`src/rtl/pwm_bank_pkg.sv`:
```
package pwm_bank_pkg;
  timeunit 1ns;
  timeprecision 1ps;

  localparam int WORD_W      = 32;
  localparam int EN_BIT      = 31;
  localparam int DUTY_LSB    = 16;
  localparam int DUTY_W      = 8;
  localparam int SCALE_LSB   = 0;
  localparam int SCALE_W     = 13;
  localparam int STRIDE_LOG2 = 4;

  typedef struct packed {
    logic               en;
    logic [DUTY_W-1:0]  duty;
    logic [SCALE_W-1:0] scale;
  } chan_cfg_t;

  // Extract the defined fields from a bus word; other bits are dropped.
  function automatic chan_cfg_t unpack_word(input logic [WORD_W-1:0] w);
    chan_cfg_t c;
    c.en    = w[EN_BIT];
    c.duty  = w[DUTY_LSB +: DUTY_W];
    c.scale = w[SCALE_LSB +: SCALE_W];
    return c;
  endfunction

  // Build a read-back word; undefined bits are zero.
  function automatic logic [WORD_W-1:0] pack_word(input chan_cfg_t c);
    logic [WORD_W-1:0] w;
    w = '0;
    w[EN_BIT]                = c.en;
    w[DUTY_LSB +: DUTY_W]    = c.duty;
    w[SCALE_LSB +: SCALE_W]  = c.scale;
    return w;
  endfunction
endpackage

```
`src/rtl/pwm_prescaler.sv`:
```
module pwm_prescaler #(
  parameter int SCALE_W = 13
) (
  input  logic               clk,
  input  logic               rst_n,
  input  logic               run,
  input  logic [SCALE_W-1:0] limit,
  output logic               tick_stb
);
  timeunit 1ns;
  timeprecision 1ps;

  logic [SCALE_W-1:0] cnt_q;

  // One strobe every limit+1 cycles while running.
  assign tick_stb = run && (cnt_q >= limit);

  always_ff @(posedge clk or negedge rst_n) begin
    if (!rst_n) begin
      cnt_q <= '0;
    end else if (!run || tick_stb) begin
      cnt_q <= '0;
    end else begin
      cnt_q <= cnt_q + 1'b1;
    end
  end
endmodule

```
`src/rtl/pwm_period.sv`:
```
module pwm_period #(
  parameter int DUTY_W = 8
) (
  input  logic              clk,
  input  logic              rst_n,
  input  logic              run,
  input  logic              tick_stb,
  input  logic [DUTY_W-1:0] duty,
  output logic              wrap,
  output logic              level
);
  timeunit 1ns;
  timeprecision 1ps;

  logic [DUTY_W-1:0] tick_q;

  // Last tick of the period is finishing on this edge.
  assign wrap  = tick_stb && (tick_q == {DUTY_W{1'b1}});
  assign level = run && (tick_q < duty);

  always_ff @(posedge clk or negedge rst_n) begin
    if (!rst_n) begin
      tick_q <= '0;
    end else if (!run) begin
      tick_q <= '0;
    end else if (tick_stb) begin
      tick_q <= tick_q + 1'b1;
    end
  end
endmodule

```
`src/rtl/pwm_channel.sv`:
```
module pwm_channel
  import pwm_bank_pkg::*;
(
  input  logic              clk,
  input  logic              rst_n,
  input  logic              wr_en,
  input  chan_cfg_t         wr_cfg,
  output chan_cfg_t         cfg_o,
  output logic [DUTY_W-1:0] act_duty_o,
  output logic              en_o,
  output logic              tick_o,
  output logic              wrap_o,
  output logic              pwm_o
);
  timeunit 1ns;
  timeprecision 1ps;

  chan_cfg_t          cfg_q;
  logic [DUTY_W-1:0]  act_duty_q;
  logic [SCALE_W-1:0] act_scale_q;
  logic               direct_load;
  logic               wrap;
  logic               tick_stb;
  chan_cfg_t          load_src;

  // Stopped channel or a write that stops it: working copy follows at once.
  assign direct_load = wr_en && (!cfg_q.en || !wr_cfg.en);
  // At a period boundary a same-cycle write wins over the pending copy.
  assign load_src    = wr_en ? wr_cfg : cfg_q;

  always_ff @(posedge clk or negedge rst_n) begin
    if (!rst_n) begin
      cfg_q       <= '0;
      act_duty_q  <= '0;
      act_scale_q <= '0;
    end else begin
      if (wr_en) begin
        cfg_q <= wr_cfg;
      end
      if (direct_load || wrap) begin
        act_duty_q  <= load_src.duty;
        act_scale_q <= load_src.scale;
      end
    end
  end

  pwm_prescaler #(.SCALE_W(SCALE_W)) u_prescaler (
    .clk      (clk),
    .rst_n    (rst_n),
    .run      (cfg_q.en),
    .limit    (act_scale_q),
    .tick_stb (tick_stb)
  );

  pwm_period #(.DUTY_W(DUTY_W)) u_period (
    .clk      (clk),
    .rst_n    (rst_n),
    .run      (cfg_q.en),
    .tick_stb (tick_stb),
    .duty     (act_duty_q),
    .wrap     (wrap),
    .level    (pwm_o)
  );

  assign cfg_o      = cfg_q;
  assign act_duty_o = act_duty_q;
  assign en_o       = cfg_q.en;
  assign tick_o     = tick_stb;
  assign wrap_o     = wrap;
endmodule

```
`src/rtl/pwm_bank.sv`:
```
module pwm_bank
  import pwm_bank_pkg::*;
#(
  parameter int NUM_CH = 4,
  parameter int ADDR_W = 8
) (
  input  logic              clk,
  input  logic              rst_n,
  input  logic [ADDR_W-1:0] bus_addr,
  input  logic              bus_we,
  input  logic [31:0]       bus_wdata,
  output logic [31:0]       bus_rdata,
  output logic [NUM_CH-1:0] pwm_out
);
  timeunit 1ns;
  timeprecision 1ps;

  localparam int IDX_W = ADDR_W - STRIDE_LOG2;

  logic [IDX_W-1:0]                addr_idx;
  logic                            addr_hit;
  chan_cfg_t                       wr_cfg;
  logic [NUM_CH-1:0]               ch_wr;
  logic [NUM_CH-1:0]               ch_en;
  logic [NUM_CH-1:0]               ch_tick;
  logic [NUM_CH-1:0]               ch_wrap;
  logic [NUM_CH-1:0][DUTY_W-1:0]   ch_duty_act;
  logic [NUM_CH-1:0][WORD_W-1:0]   ch_word;

  assign addr_idx = bus_addr[ADDR_W-1:STRIDE_LOG2];
  assign addr_hit = (bus_addr[STRIDE_LOG2-1:0] == '0) && (int'(addr_idx) < NUM_CH);
  assign wr_cfg   = unpack_word(bus_wdata);

  for (genvar g = 0; g < NUM_CH; g++) begin : g_ch
    chan_cfg_t cfg_g;

    assign ch_wr[g] = bus_we && addr_hit && (addr_idx == IDX_W'(g));

    pwm_channel u_channel (
      .clk        (clk),
      .rst_n      (rst_n),
      .wr_en      (ch_wr[g]),
      .wr_cfg     (wr_cfg),
      .cfg_o      (cfg_g),
      .act_duty_o (ch_duty_act[g]),
      .en_o       (ch_en[g]),
      .tick_o     (ch_tick[g]),
      .wrap_o     (ch_wrap[g]),
      .pwm_o      (pwm_out[g])
    );

    assign ch_word[g] = pack_word(cfg_g);
  end

  always_comb begin
    bus_rdata = '0;
    for (int i = 0; i < NUM_CH; i++) begin
      if (addr_hit && (addr_idx == IDX_W'(i))) begin
        bus_rdata = ch_word[i];
      end
    end
  end
endmodule

```
`config.mk`:
```
export PLATFORM = sky130hd
export DESIGN_NAME = pwm_bank
export DESIGN_NICKNAME = d
export VERILOG_FILES = /design/src/rtl/pwm_bank_pkg.sv /design/src/rtl/pwm_prescaler.sv /design/src/rtl/pwm_period.sv /design/src/rtl/pwm_channel.sv /design/src/rtl/pwm_bank.sv
export SDC_FILE = /design/constraint.sdc
export NUM_CORES = 1
export LEC_CHECK = 0
export ABC_AREA = 1
export BUFFER_PORTS_ARGS = -buffer_cell sky130_fd_sc_hd__buf_2
export CAP_MARGIN = 15
export CORE_UTILIZATION = 30
export DETAILED_ROUTE_END_ITERATION = 8
export GPL_TIMING_DRIVEN = 1
export PLACE_DENSITY = 0.49
export SETUP_SLACK_MARGIN = 0.4
export SKIP_CTS_REPAIR_TIMING = 1
export SLEW_MARGIN = 10
export SYNTH_ARGS = -nofsm -noshare
export SYNTH_HDL_FRONTEND = slang
export SYNTH_HIERARCHICAL = 1
export SYNTH_SLANG_ARGS = --single-unit
```
`constraint.sdc`:
```
create_clock -name clk -period 3.12 [get_ports clk]
set_clock_uncertainty 0.05 [all_clocks]
set_input_delay 0 -clock clk [delete_from_list [all_inputs] [get_ports clk]]
set_output_delay 0 -clock clk [all_outputs]
set_load 0.02 [all_outputs]
```
==> run metrics <==
status=complete, but fails checks; failing checks=design-rule violations, negative hold slack; share of Yosys cell area claimed by the top area cell type=44.94%; Req. time, crit path=3.57 ns; vias=11,840; I/O Buffers=58; CTS sink cnt=256; top-count cell post-synth=nand2_1; met2 GRT Util=26.59%; global-route met1 utilization=22.51%; first-pass GRT wire length=62.61 mm; cell taking the most area after synthesis=dfrtp_1; setup TNS=0 ns; RSZ-0062 raised after global routing=false; met3 usage=1.919%; Yosys reg bits=256; most frequent cells after synthesis=nand2_1, dfrtp_1, nand3_1; H-tree levels=1; slowest stage delay, CP=0.44 ns; Worst-Skew Late Latency=0.57 ns; Worst EP arrival=2.89 ns; Ant. Diodes=0; Max clock buf depth=3; CTS root buffer=clkbuf_16; fraction of registers with async set/reset=100.0%; Ports=79; max frequency=0.4103 GHz; Hold Crit Class=in2async; Critical Path End Type=register; global route overflow=0; initial antenna violation count=0; First-pass DRT Iterations=7; CTS buffer count=30; minimum clock period after layout=2.437 ns; mean area per synthesized cell=7.747 um^2; Mapped Area=14,250 um^2; vias in the first global route=11,650; core area=46,750 um^2; DRT iter0 DRCs=638; initial core utilization=30.49%; site row count=79; area grow syn2layout=15.66%; DRC violations left=2; Final Power=7.403 mW; Synth Warn #=6; Vias/cell=4.649; Critical Path Source Type=register; Post-DP HPWL=27.89 mm; worst-path cell chain=ha_1 > nand2_1 > nor2_1 > nand2_1 > nand3_1 > nand2_1 > a21boi_1 > buf_4 > nand3_1 > nor3_2 > inv_2 > nand2_1 > buf_4 > nand2_1 > nand2_1; CP max FO=12; die width=220.0 um; Slew @ Worst Pin=0.6367 ns; Post-layout nets=2,050; Placement Cell Area=15,140 um^2; max-cap violations=0; final hold violations=41; Post-synth EDFFs=0; slew margin rel.=57.55%; fill count=4,909; worst hold slack=-0.06279 ns; Power Density=449.1 nW/um^2; Distinct cells, synth=30; final setup vio count=0; sequential share of the synthesized area=44.94%; global routing's busiest layer=met2; RD Place Congestion=0.8926; cell mode on critical path=nand2_1; CP max-delay cell=dfrtp_1; Post-Synthesis Cells=1,840; drt total wl=38.22 mm; Reg clk slew, reported paths=0.06 ns; largest net degree at the start of global routing=75; leakage=8.304 nW; prevailing post-synth register cell=dfrtp_1; Final Cycle Share=78.12%; VDD IR max=0.0003552 V; gr usage total=16.37%; Final Cell Area=16,490 um^2; Final ANT Viol Nets=0; share of cells above drive strength 1=10.98%; Area contributors post-synth=dfrtp_1, nand2_1, ha_1, nand3_1, inv_1; CTS tree=done; Setup CP Type=reg2reg; fin. max-slew vios=0; Vert. Die Dim=220.0 um; routed len/inst=15.01 um; die area=48,390 um^2
-- cells by family (layout without fill, tap and decap cells) --
kind of cell | after synthesis | after routing | share of synthesized area (%)
simple gates | 1100 | 1100 | 33.01
fa+ha+maj | 88 | 88 | 7.725
xor+xnor | 40 | 40 | 2.458
buf+inv | 287 | 378 | 9.042
other cells | 1 | 10 | 0.02631
compound gates | 68 | 68 | 2.791
flops | 256 | 256 | 44.94
-- critical path: cells and delay by family, from the launching register on --
family / cells / cell delay (ns)
buffers and inverters: 3 / 0.42
AND/OR/NAND/NOR: 10 / 0.93
adder cells (fa/ha/maj): 1 / 0.34
flip-flops: 1 / 0.44
AO/OA/AOI/OAI: 1 / 0.17
-- metal layers --
metal	share of wire [%]	vias to the layer above	routed length, um
li1	-	5924	-
met1	47	5619	17930
met2	46	239	17770
met3	4.0	58	1541
met4	2.6	0	982
met5	0	-	0
-- state kept, by name (all words and copies together) (netlist names) --
name / flops
g_ch.u_channel/cfg_o: 84
g_ch.u_channel/en_o: 4
g_ch.u_channel/u_period/tick_q: 32
g_ch.u_channel/act_duty_o: 32
g_ch.u_channel/u_prescaler/cnt_q: 52
g_ch.u_channel/act_scale_q: 52
-- stage by stage --
stage	std cells	setup slack, ns	utilization [%]
floorplan	1849	0.8950	-
CTS	2523	0.3449	34.70
global route	2547	0.4109	35.26
detailed placement	2470	0.3697	32.38
global placement	2470	0.4032	32.38
finish	2547	0.6828	35.26
-- power by group --
group          internal (mW)  leakage [nW]  total [mW]  switching (mW)
sequential              3.34          3.57        3.35          0.0103
clock                   2.36         0.528        3.82            1.46
combinational         0.0593          4.20       0.234           0.174
-- path summary, 6_finish.rpt --
path	start	to	slack, ns	depth (start not counted)
worst max-delay path	g_ch[3].u_channel/u_prescaler/cnt_q[4]$_DFF_PN0_	g_ch[3].u_channel/act_duty_o[0]$_DFFE_PN0P_	0.68	15
worst max register to register	g_ch[3].u_channel/u_prescaler/cnt_q[4]$_DFF_PN0_	g_ch[3].u_channel/act_duty_o[0]$_DFFE_PN0P_	0.68	15
max in group asynchronous	rst_n	g_ch[1].u_channel/act_scale_q[0]$_DFFE_PN0P_	2.00	3
min in group clk	bus_addr[4]	g_ch[1].u_channel/en_o$_DFFE_PN0P_	0.06	6
worst min register to register	g_ch[1].u_channel/cfg_o[0]$_DFF_PN0_	g_ch[1].u_channel/cfg_o[0]$_DFF_PN0_	0.45	2
worst min-delay path	rst_n	g_ch[2].u_channel/u_prescaler/cnt_q[1]$_DFF_PN0_	-0.06	2
-- final cells by class --
class                      instances  area (um^2)  area share (%)
clock buffer                      42        917.1           5.563
inverter                         209        784.5           4.759
multi-input combinational       1306         6621           40.16
tap                              607        759.5           4.607
clock inverter                    11        166.4           1.009
timing repair buffer             116        830.8           5.039
sequential                       256         6406           38.86
-- placed cells by master (no fill, tap or decap), drive strengths merged, types with 30 or more instances in the layout --
cell type / netlist / routed
clkbuf: 11 / 42
nand4: 30 / 30
ha: 88 / 88
nand3: 209 / 209
nor2: 142 / 142
nor3: 32 / 32
nand2: 687 / 687
inv: 209 / 209
buf: 67 / 93
a21oi: 40 / 40
dfrtp: 256 / 256
xor2: 36 / 36
Power figures use the tool's default switching activity.
